[src/rtl/pmode_pkg.sv]
package pmode_pkg;

  typedef enum logic [2:0] {
    ST_NORMAL = 3'd0,
    ST_HOLD   = 3'd1,
    ST_SHIFT  = 3'd2,
    ST_STOP   = 3'd3,
    ST_LATCH  = 3'd4
  } rx_state_e;

  typedef enum logic [1:0] {
    TGT_USER = 2'd0,
    TGT_KEY  = 2'd1,
    TGT_SEC1 = 2'd2,
    TGT_SEC2 = 2'd3
  } target_e;

  localparam int unsigned NUM_TGT = 4;

  typedef struct packed {
    logic    hit;
    target_e tgt;
  } decode_t;

endpackage

[src/rtl/pmode_rst_sync.sv]
module pmode_rst_sync #(
  parameter int unsigned STAGES = 2
) (
  input  logic clk,
  input  logic rst_n,
  output logic rst_sync_n
);

  logic [STAGES-1:0] chain_q;

  always_ff @(posedge clk or negedge rst_n) begin
    if (!rst_n) begin
      chain_q <= '0;
    end else begin
      chain_q <= {chain_q[STAGES-2:0], 1'b1};
    end
  end

  assign rst_sync_n = chain_q[STAGES-1];

endmodule

[src/rtl/pmode_hold_timer.sv]
module pmode_hold_timer #(
  parameter int unsigned HOLD_CLKS = 24,
  localparam int unsigned CNT_W    = $clog2(HOLD_CLKS + 1)
) (
  input  logic clk,
  input  logic rst_n,
  input  logic start_i,   // load count of one (first high sample)
  input  logic inc_i,     // another high sample seen
  output logic hold_ok_o
);

  localparam logic [CNT_W-1:0] LIMIT = CNT_W'(HOLD_CLKS);

  logic [CNT_W-1:0] cnt_q, cnt_d;
  logic             cnt_en;

  always_comb begin
    cnt_en = start_i | inc_i;
    cnt_d  = cnt_q;
    if (start_i) begin
      cnt_d = CNT_W'(1);
    end else if (inc_i && (cnt_q < LIMIT)) begin
      cnt_d = cnt_q + CNT_W'(1);
    end
  end

  always_ff @(posedge clk or negedge rst_n) begin
    if (!rst_n) begin
      cnt_q <= '0;
    end else if (cnt_en) begin
      cnt_q <= cnt_d;
    end
  end

  assign hold_ok_o = (cnt_q >= LIMIT);

endmodule

[src/rtl/pmode_shifter.sv]
module pmode_shifter #(
  parameter int unsigned CODE_W = 10,
  localparam int unsigned BIT_W = $clog2(CODE_W + 1)
) (
  input  logic              clk,
  input  logic              rst_n,
  input  logic              clr_i,
  input  logic              en_i,
  input  logic              bit_i,
  output logic [CODE_W-1:0] code_o,
  output logic              last_o   // current shift is the final bit
);

  logic [CODE_W-1:0] sr_q, sr_d;
  logic [BIT_W-1:0]  cnt_q, cnt_d;
  logic              upd_en;

  always_comb begin
    upd_en = clr_i | en_i;
    sr_d   = sr_q;
    cnt_d  = cnt_q;
    if (clr_i) begin
      sr_d  = '0;
      cnt_d = '0;
    end else if (en_i) begin
      // least significant bit arrives first and ends up at position 0
      sr_d  = {bit_i, sr_q[CODE_W-1:1]};
      cnt_d = cnt_q + BIT_W'(1);
    end
  end

  always_ff @(posedge clk or negedge rst_n) begin
    if (!rst_n) begin
      sr_q  <= '0;
      cnt_q <= '0;
    end else if (upd_en) begin
      sr_q  <= sr_d;
      cnt_q <= cnt_d;
    end
  end

  assign code_o = sr_q;
  assign last_o = en_i && (cnt_q == BIT_W'(CODE_W - 1));

endmodule

[src/rtl/pmode_decoder.sv]
module pmode_decoder
  import pmode_pkg::*;
#(
  parameter int unsigned CODE_W = 10,
  parameter logic [NUM_TGT-1:0][CODE_W-1:0] CODES = '0
) (
  input  logic [CODE_W-1:0] code_i,
  output decode_t           dec_o
);

  logic [NUM_TGT-1:0] hit;

  for (genvar g = 0; g < NUM_TGT; g++) begin : g_cmp
    assign hit[g] = (code_i == CODES[g]);
  end

  always_comb begin
    dec_o.hit = |hit;
    dec_o.tgt = TGT_USER;
    for (int i = NUM_TGT - 1; i >= 0; i--) begin
      if (hit[i]) dec_o.tgt = target_e'(i);
    end
  end

endmodule

[src/rtl/pmode_entry_rx.sv]
module pmode_entry_rx
  import pmode_pkg::*;
#(
  parameter int unsigned CODE_W       = 10,
  parameter int unsigned CLKS_PER_MC  = 12,
  parameter int unsigned HOLD_MC      = 2,
  parameter logic [CODE_W-1:0] CODE_USER = 10'h2D3,
  parameter logic [CODE_W-1:0] CODE_KEY  = 10'h1A6,
  parameter logic [CODE_W-1:0] CODE_SEC1 = 10'h34B,
  parameter logic [CODE_W-1:0] CODE_SEC2 = 10'h0E5
) (
  input  logic       clk,
  input  logic       rst_n,
  input  logic       data_rst_i,
  input  logic       pulse_n_i,
  input  logic       supply_hv_i,
  output logic [1:0] mode_tgt_o,
  output logic       mode_prog_o,
  output logic       mode_valid_o
);

  localparam int unsigned HOLD_CLKS = CLKS_PER_MC * HOLD_MC;
  localparam logic [NUM_TGT-1:0][CODE_W-1:0] CODES =
    {CODE_SEC2, CODE_SEC1, CODE_KEY, CODE_USER};

  logic              rst_s_n;
  rx_state_e         st_q, st_d;
  logic              hold_start, hold_inc, hold_ok;
  logic              sh_clr, sh_en, sh_last;
  logic [CODE_W-1:0] code;
  decode_t           dec;
  logic              pins_legal;
  logic              valid_d, prog_d;
  logic [1:0]        tgt_d;
  logic              valid_q, prog_q;
  logic [1:0]        tgt_q;

  pmode_rst_sync #(.STAGES(2)) u_rst_sync (
    .clk        (clk),
    .rst_n      (rst_n),
    .rst_sync_n (rst_s_n)
  );

  pmode_hold_timer #(.HOLD_CLKS(HOLD_CLKS)) u_hold (
    .clk       (clk),
    .rst_n     (rst_s_n),
    .start_i   (hold_start),
    .inc_i     (hold_inc),
    .hold_ok_o (hold_ok)
  );

  pmode_shifter #(.CODE_W(CODE_W)) u_shift (
    .clk    (clk),
    .rst_n  (rst_s_n),
    .clr_i  (sh_clr),
    .en_i   (sh_en),
    .bit_i  (data_rst_i),
    .code_o (code),
    .last_o (sh_last)
  );

  pmode_decoder #(.CODE_W(CODE_W), .CODES(CODES)) u_dec (
    .code_i (code),
    .dec_o  (dec)
  );

  // next-state logic
  always_comb begin
    st_d = st_q;
    unique case (st_q)
      ST_NORMAL: if (data_rst_i) st_d = ST_HOLD;
      ST_HOLD: begin
        if (data_rst_i) begin
          st_d = ST_HOLD;
        end else if (hold_ok && pulse_n_i && supply_hv_i) begin
          st_d = ST_SHIFT;   // this low sample is the start marker
        end else begin
          st_d = ST_NORMAL;
        end
      end
      ST_SHIFT: if (sh_last) st_d = ST_STOP;
      ST_STOP:  st_d = data_rst_i ? ST_HOLD : ST_LATCH;
      ST_LATCH: if (data_rst_i) st_d = ST_HOLD;
      default:  st_d = ST_NORMAL;
    endcase
  end

  // datapath enables
  always_comb begin
    hold_start = (st_q != ST_HOLD) && (st_d == ST_HOLD);
    hold_inc   = (st_q == ST_HOLD) && data_rst_i;
    sh_en      = (st_q == ST_SHIFT);
    sh_clr     = ((st_q == ST_HOLD) && (st_d == ST_SHIFT)) || hold_start;
  end

  // output decode
  always_comb begin
    pins_legal = supply_hv_i || pulse_n_i;
    valid_d    = (st_d == ST_LATCH) && dec.hit && pins_legal;
    tgt_d      = valid_d ? dec.tgt : 2'd0;
    prog_d     = valid_d && supply_hv_i;
  end

  always_ff @(posedge clk or negedge rst_s_n) begin
    if (!rst_s_n) begin
      st_q    <= ST_NORMAL;
      valid_q <= 1'b0;
      tgt_q   <= 2'd0;
      prog_q  <= 1'b0;
    end else begin
      st_q    <= st_d;
      valid_q <= valid_d;
      tgt_q   <= tgt_d;
      prog_q  <= prog_d;
    end
  end

  assign mode_valid_o = valid_q;
  assign mode_tgt_o   = tgt_q;
  assign mode_prog_o  = prog_q;

endmodule

[config.mk]
export PLATFORM = sky130hd
export DESIGN_NAME = pmode_entry_rx
export DESIGN_NICKNAME = d
export VERILOG_FILES = /design/src/rtl/pmode_pkg.sv /design/src/rtl/pmode_rst_sync.sv /design/src/rtl/pmode_hold_timer.sv /design/src/rtl/pmode_shifter.sv /design/src/rtl/pmode_decoder.sv /design/src/rtl/pmode_entry_rx.sv
export SDC_FILE = /design/constraint.sdc
export NUM_CORES = 1
export LEC_CHECK = 0
export BUFFER_PORTS_ARGS = -buffer_cell sky130_fd_sc_hd__buf_2
export CAP_MARGIN = 25
export CORE_MARGIN = 10
export CORE_UTILIZATION = 63
export CTS_CLUSTER_DIAMETER = 80
export CTS_CLUSTER_SIZE = 20
export DETAILED_ROUTE_END_ITERATION = 16
export PLACE_DENSITY = 0.82
export SLEW_MARGIN = 20
export SYNTH_ARGS = -nofsm -noshare
export SYNTH_HDL_FRONTEND = slang
export SYNTH_SLANG_ARGS = --single-unit
[constraint.sdc]
create_clock -name clk -period 1.91 [get_ports clk]
set_clock_uncertainty 0.1 [all_clocks]
set_input_delay 0.4775 -clock clk [delete_from_list [all_inputs] [get_ports clk]]
set_output_delay 0.4775 -clock clk [all_outputs]
set_load 0.02 [all_outputs]
==> implementation parameters, run 1 <==
Parameter                              Value

Outcome
  Run status ... complete, no violations

Yosys
  Count of yosys warnings during synthesis ... 0
  FF+latch count, synth ... 28
  Async set-or-reset flop fraction in the synthesized netlist ... 1.000
  Average cell area after synthesis ... 10.86 um^2
  Sequential area share after synthesis ... 0.4965
  Mapped Nets ... 139
  Number of distinct standard cells referenced by the synthesized netlist ... 38
  Gate Count Post-Synth ... 130
  Number of flops mapped to enable cells by yosys ... 0
  Primary FF master, synth ... sky130_fd_sc_hd__dfrtp_1
  Post-Syn Area ... 1411 um^2

Power and ir drop
  Switching share of power ... 0.2355
  Peak supply drop ... 0.0005327 V
  Internal cell power ... 0.8797 mW
  Share of total power in sequential cells ... 0.567
  Part of the power in the clock network ... 0.336
  Static leakage power ... 0.7333 nW
  Logic pwr share ... 0.097
  Sw power ... 0.2710 mW
  Power density cells ... 744.6 nW/um^2

Clock network
  Maximum number of buffers from clock root to sink ... 2
  Insertion delay of the later-clocked pin in the worst-skew pair ... 330 ps
  H-Tree Level Count ... 1
  Total number of clock tree sinks ... 28
  Root buffer cell ... sky130_fd_sc_hd__clkbuf_4
  TritonCTS Buffers ... 3
  Clock tree from TritonCTS ... yes
  Clock slew at reported path FFs ... 150 ps
  Post-CTS Setup Inserts ... 0

Timing
  Time the final worst path needs with I/O delays and setup ... 1734 ps
  Setup repair after global routing missed its margin ... false
  Final-report setup violation count ... 0
  Hold Fails Final Rpt ... 0
  Fin Setup TNS ... 0 ps
  Total count of max-transition violations in the final report ... 0
  Worst-case hold slack ... 135.7 ps
  Final worst-path cycle share ... 0.9078
  Max Freq ... 576.7 MHz

Floorplanning
  Area of the core ... 2170 um^2
  DIE AREA ... 4533 um^2
  Die height ... 67.33 um
  Starting density of the core ... 0.6505
  Top-Level Pins ... 9
  Core Rows ... 17
  Overall die width ... 67.33 um

Global routing
  Total global-route track usage ... 0.1292
  GR met2 Demand/Resource ... 0.2109
  Wire length of the first global-routing pass ... 4671 um
  Largest net degree at the start of global routing ... 27
  Peak-usage layer in the global routing report ... met2
  Via count of the first global-routing pass ... 1,033
  Initial antenna violation count ... 0
  Leftover overflow at the end of global routing ... 0
  M3 GR Usage ... 0.02314
  Met1 usage in global routing ... 0.1637

Worst hold path
  Kind of path behind the tightest hold check ... reg -> async

Detailed routing
  Number of iterations in the first detailed-routing pass ... 5
  Post-Route WL ... 2605 um
  ANT nets after route ... 0
  Via count ... 1,048
  Detailed router's first-iteration violation count ... 60
  Mean number of vias per cell ... 6.238
  Avg WL per Cell ... 15.51 um
  Detailed-route DRC error count ... 0

Placement
  Number of instances in the placed design ... 163
  Port Buffers ... 8
  Final RePlAce weighted congestion ... 0.8238
  Detailed-placement wirelength estimate ... 1848 um

Final layout
  Ant diodes ... 0
  Share of layout cells above drive strength 1 ... 0.1286
  Commonest cells after routing, fill and taps aside ... sky130_fd_sc_hd__dfrtp_1, sky130_fd_sc_hd__nor3_1, sky130_fd_sc_hd__mux2i_1
  Post-layout net count ... 150
  Area Overhead vs Synth ... 9.486%
  Final standard cell count with taps included and fillers excluded ... 168
  Most common cell after layout, fill and taps aside ... sky130_fd_sc_hd__dfrtp_1

Critical path
  CP cell instances ... and3b_1 > o21a_1 > buf_4 > nor3_1
  Reg2Reg Depth ... 4
  Startpoint type of the worst setup path ... register
  Critical-path maximum fanout ... 12
  Worst path max stage delay ... 540 ps
  CP Depth ... 4
  Worst Setup Path Type ... reg -> reg
  Crit. End Element ... register
  Number of buffer and inverter stages on the critical path ... 1
  Crit path arrival time ... 1880 ps
  Critical path's top delay family ... flip-flops
  Cell with the biggest individual delay on the critical path ... sky130_fd_sc_hd__dfrtp_1
  Req. time, crit path ... 2060 ps

Job
  Max-cap check violation count ... 0
==> cell families (layout without fill, tap and decap cells) <==
group,after synthesis,after routing,synth area share
simple gates,48,48,0.2243
other cells,1,1,0.002657
compound gates,22,22,0.1099
fa+ha+maj,4,4,0.03546
mux,10,10,0.07092
flops,28,28,0.4965
buf+inv,15,25,0.04788
xor+xnor,2,2,0.01241
==> final timing paths <==
check | startpoint | endpoint | slack, ps
worst max-delay path | st_q[2] | u_shift.code_o[8] | 180
worst min-delay path | u_rst_sync.chain_q[1] | u_shift.code_o[5] | 140
worst max register to register | st_q[2] | u_shift.code_o[8] | 180
worst min register to register | u_rst_sync.chain_q[1] | u_shift.code_o[5] | 140
max in group asynchronous | rst_n | u_rst_sync.chain_q[0] | 1290
min in group clk | data_rst_i | st_q[2] | 270
==> area by class of cell <==
class / count / area (um^2)
clock inverters: 1 / 30.03
well taps: 28 / 35.03
inverters: 7 / 26.28
clock buffers: 3 / 22.52
repair buffers: 14 / 87.58
fillers: 163 / 624.3
multi-input cells: 87 / 643.1
flip-flops and latches: 28 / 700.7
==> flip-flops by register name, summed over array words and instances (netlist names) <==
name,cells
mode_prog_o,1
mode_tgt_o,2
mode_valid_o,1
st_q,3
u_hold.cnt_q,5
u_rst_sync.chain_q,2
u_shift.cnt_q,4
u_shift.code_o,10
==> synthesized netlist by cell type (4+ instances only) <==
master                     count  area [um^2]
sky130_fd_sc_hd__a21oi_1       6        30.03
sky130_fd_sc_hd__buf_2         6        30.03
sky130_fd_sc_hd__dfrtp_1      28        700.7
sky130_fd_sc_hd__ha_1          4        50.05
sky130_fd_sc_hd__inv_1         7        26.28
sky130_fd_sc_hd__mux2i_1      10        100.1
sky130_fd_sc_hd__nand3_1       4        20.02
sky130_fd_sc_hd__nor2_1        6        22.52
sky130_fd_sc_hd__nor3_1       13        65.06
sky130_fd_sc_hd__nor4bb_1      9        90.09
==> routing by layer <==
| layer | routed length [um] | up-vias |
|---|---|---|
| met5 | 0 | - |
| met4 | 35 | 0 |
| met3 | 85 | 4 |
| met2 | 1306 | 11 |
| met1 | 1177 | 529 |
| li1 | - | 504 |
==> worst reg2reg max path, cell delays in order (launching register included) <==
cell and delay, ps:
sky130_fd_sc_hd__dfrtp_1 540, sky130_fd_sc_hd__and3b_1 250, sky130_fd_sc_hd__o21a_1 310, sky130_fd_sc_hd__buf_4 230, sky130_fd_sc_hd__nor3_1 220
==> per-stage QoR <==
step             util  instance area [um^2]  worst slack (ps)  power, mW
3_3_place_gp   0.6834                  1483             247.9     0.7692
3_5_place_dp   0.6834                  1483             181.2     0.7752
5_1_grt        0.7122                  1545             65.72      1.204
4_1_cts        0.7122                  1545             175.2      1.162
2_1_floorplan       -                  1411             301.2     0.7398
6_report       0.7122                  1545             176.1      1.151
==> power groups by stage <==
stage               sequential (mW)  clock [mW]  combinational, mW
floorplan                     0.658           0             0.0814
global placement              0.662           0              0.107
detailed placement            0.665           0              0.111
CTS                           0.653       0.396              0.113
global route                  0.658       0.415              0.130
finish                        0.653       0.387              0.111
==> repair_timing <==
item	4_1_cts	5_1_grt
hold buffers	1	0
endpoints found under the hold margin	2	0
resized for setup	0	0
Note: power is estimated with default switching activity, not from simulation.
==> inputs of run 2 (changes only) <==
- PLACE_DENSITY: 0.82 -> 0.88
==> run 2 against run 1 <==
Hold slack improved by 6.5 ps. Maximum frequency about the same. Critical path depth unchanged. Via count fell by 2.1%. Cell count is the same. Power shrank 13%. Clock-buffer cell count did not move. Highest routed layer unchanged.
==> implementation parameters, run 2 (same netlist as run 1, synthesis figures left out) <==
Parameter                              Value

Clock network
  Insertion delay of the later-clocked pin in the worst-skew pair ... 320 ps (was 330 ps)
  H-Tree Level Count ... 1 (unchanged)
  Post-CTS Setup Inserts ... 0 (unchanged)
  Total number of clock tree sinks ... 28 (unchanged)
  CTS resizes ... 0 (unchanged)
  Root buffer cell ... sky130_fd_sc_hd__clkbuf_4 (unchanged)
  TritonCTS Buffers ... 3 (unchanged)
  Clock tree from TritonCTS ... yes (unchanged)
  Maximum number of buffers from clock root to sink ... 2 (unchanged)
  Clock slew at reported path FFs ... 140 ps (was 150 ps)

Worst hold path
  Kind of path behind the tightest hold check ... reg -> async (unchanged)

Global routing
  Via count of the first global-routing pass ... 1,042 (was 1,033)
  Total global-route track usage ... 0.1315 (was 0.1292)
  Largest net degree at the start of global routing ... 27 (unchanged)
  Leftover overflow at the end of global routing ... 0 (unchanged)
  Initial antenna violation count ... 0 (unchanged)
  Wire length of the first global-routing pass ... 4698 um (was 4671 um)

Final layout
  Share of layout cells above drive strength 1 ... 0.1286 (unchanged)
  Most common cell after layout, fill and taps aside ... sky130_fd_sc_hd__dfrtp_1 (unchanged)
  Area Overhead vs Synth ... 7.890% (was 9.486%)
  Largest register FFs ... 10 (unchanged)
  Ant diodes ... 0 (unchanged)
  Commonest cells after routing, fill and taps aside ... sky130_fd_sc_hd__dfrtp_1, sky130_fd_sc_hd__nor3_1, sky130_fd_sc_hd__mux2i_1 (unchanged)
  Post-layout net count ... 151 (was 150)

Floorplanning
  DIE AREA ... 4533 um^2 (unchanged)
  Die height ... 67.33 um (unchanged)
  Core Rows ... 17 (unchanged)
  Starting density of the core ... 0.6505 (unchanged)
  Area of the core ... 2170 um^2 (unchanged)
  Overall die width ... 67.33 um (unchanged)
  Top-Level Pins ... 9 (unchanged)

Critical path
  Critical-path maximum fanout ... 13 (was 12)
  Worst Setup Path Type ... reg -> reg (unchanged)
  Crit path arrival time ... 1870 ps (was 1880 ps)
  Startpoint type of the worst setup path ... register (unchanged)
  Req. time, crit path ... 2040 ps (was 2060 ps)
  Crit. End Element ... register (unchanged)
  Reg2Reg Depth ... 4 (unchanged)

Placement
  Port Buffers ... 8 (unchanged)
  Final RePlAce weighted congestion ... 0.8462 (was 0.8238)
  Detailed-placement wirelength estimate ... 1968 um (was 1848 um)

Timing
  Setup repair after global routing missed its margin ... false (unchanged)
  Max Freq ... 576.9 MHz (was 576.7 MHz)
  Time the final worst path needs with I/O delays and setup ... 1733 ps (was 1734 ps)
  Hold Fails Final Rpt ... 0 (unchanged)
  Final worst-path cycle share ... 0.9076 (was 0.9078)
  Final-report setup violation count ... 0 (unchanged)
  Fin Setup TNS ... 0 ps (unchanged)
  Total count of max-transition violations in the final report ... 0 (unchanged)
  Worst-case hold slack ... 142.2 ps (was 135.7 ps)

Power and ir drop
  Static leakage power ... 0.7237 nW (was 0.7333 nW)
  Peak supply drop ... 0.0004674 V (was 0.0005327 V)
  Power density cells ... 658.6 nW/um^2 (was 744.6 nW/um^2)

Detailed routing
  Post-Route WL ... 2724 um (was 2605 um)
  Detailed-route DRC error count ... 0 (unchanged)
  Detailed router's first-iteration violation count ... 48 (was 60)
  Via count ... 1,026 (was 1,048)
  Number of iterations in the first detailed-routing pass ... 4 (was 5)
  Mean number of vias per cell ... 6.107 (was 6.238)
  Avg WL per Cell ... 16.21 um (was 15.51 um)
  ANT nets after route ... 0 (unchanged)

Job
  Max-cap check violation count ... 0 (unchanged)

Outcome
  Run status ... complete, no violations (unchanged)
[run 2: cell count changes in the layout (fill, tap and decap cells not counted)]
cell / before / now
sky130_fd_sc_hd__bufinv_16: 1 / 0
sky130_fd_sc_hd__buf_4: 5 / 6
[run 2: worst paths after layout]
check | start | slack (ps) | to
max | st_q[0] | 180 | u_shift.code_o[0]
min | u_rst_sync.chain_q[1] | 140 | st_q[0]
max reg2reg | st_q[0] | 180 | u_shift.code_o[0]
min reg2reg | u_rst_sync.chain_q[1] | 140 | st_q[0]
max in group asynchronous | rst_n | 1280 | u_rst_sync.chain_q[1]
min in group clk | data_rst_i | 280 | st_q[2]
[run 2: routing by layer]
layer | up-vias | GRT usage | wire length, um
met5 | - | 0 | 0
met4 | 0 | 0.05128 | 55
met2 | 13 | 0.2192 | 1325
li1 | 511 | - | -
met1 | 496 | 0.1587 | 1271
met3 | 6 | 0.03471 | 72
[run 2: per-stage QoR]
| step | power [mW] | utilization | setup slack [ps] | cells | area [um^2] |
|---|---|---|---|---|---|
| CTS | 1.013 | 0.7018 | 193.7 | 168 | 1523 |
| detailed placement | 0.7794 | 0.6869 | 218.4 | 164 | 1490 |
| floorplan | 0.7398 | - | 301.2 | 130 | 1411 |
| global placement | 0.7707 | 0.6869 | 251.4 | 164 | 1490 |
| finish | 1.003 | 0.7018 | 176.5 | 168 | 1523 |
| global route | 1.060 | 0.7018 | 51.31 | 168 | 1523 |
[run 2: what timing repair did]
| action | 4_1_cts | 5_1_grt |
|---|---|---|
| endpoints found under the hold margin | 2 | 0 |
| setup endpoints to repair | 0 | 0 |
| hold buffers | 1 | 0 |
[run 2: cell type report]
cell class / instances / area (um^2)
tap: 28 / 35.03
inverter: 7 / 26.28
timing repair buffer: 15 / 95.09
sequential: 28 / 700.7
clock buffer: 3 / 22.52
multi-input combinational: 87 / 643.1
fill: 172 / 646.9
[run 2: worst max-delay path, cell delays in order (launching register included)]
cell                      delay [ps]
sky130_fd_sc_hd__dfrtp_1         530
sky130_fd_sc_hd__and3b_1         270
sky130_fd_sc_hd__o21a_1          300
sky130_fd_sc_hd__buf_4           230
sky130_fd_sc_hd__nor3_1          220
[run 2: power by group]
part / switching (mW) / internal [mW]
Clock: 0.160 / 0.0739
Combinational: 0.0653 / 0.0500
Sequential: 0.0336 / 0.620
Total: 0.259 / 0.744
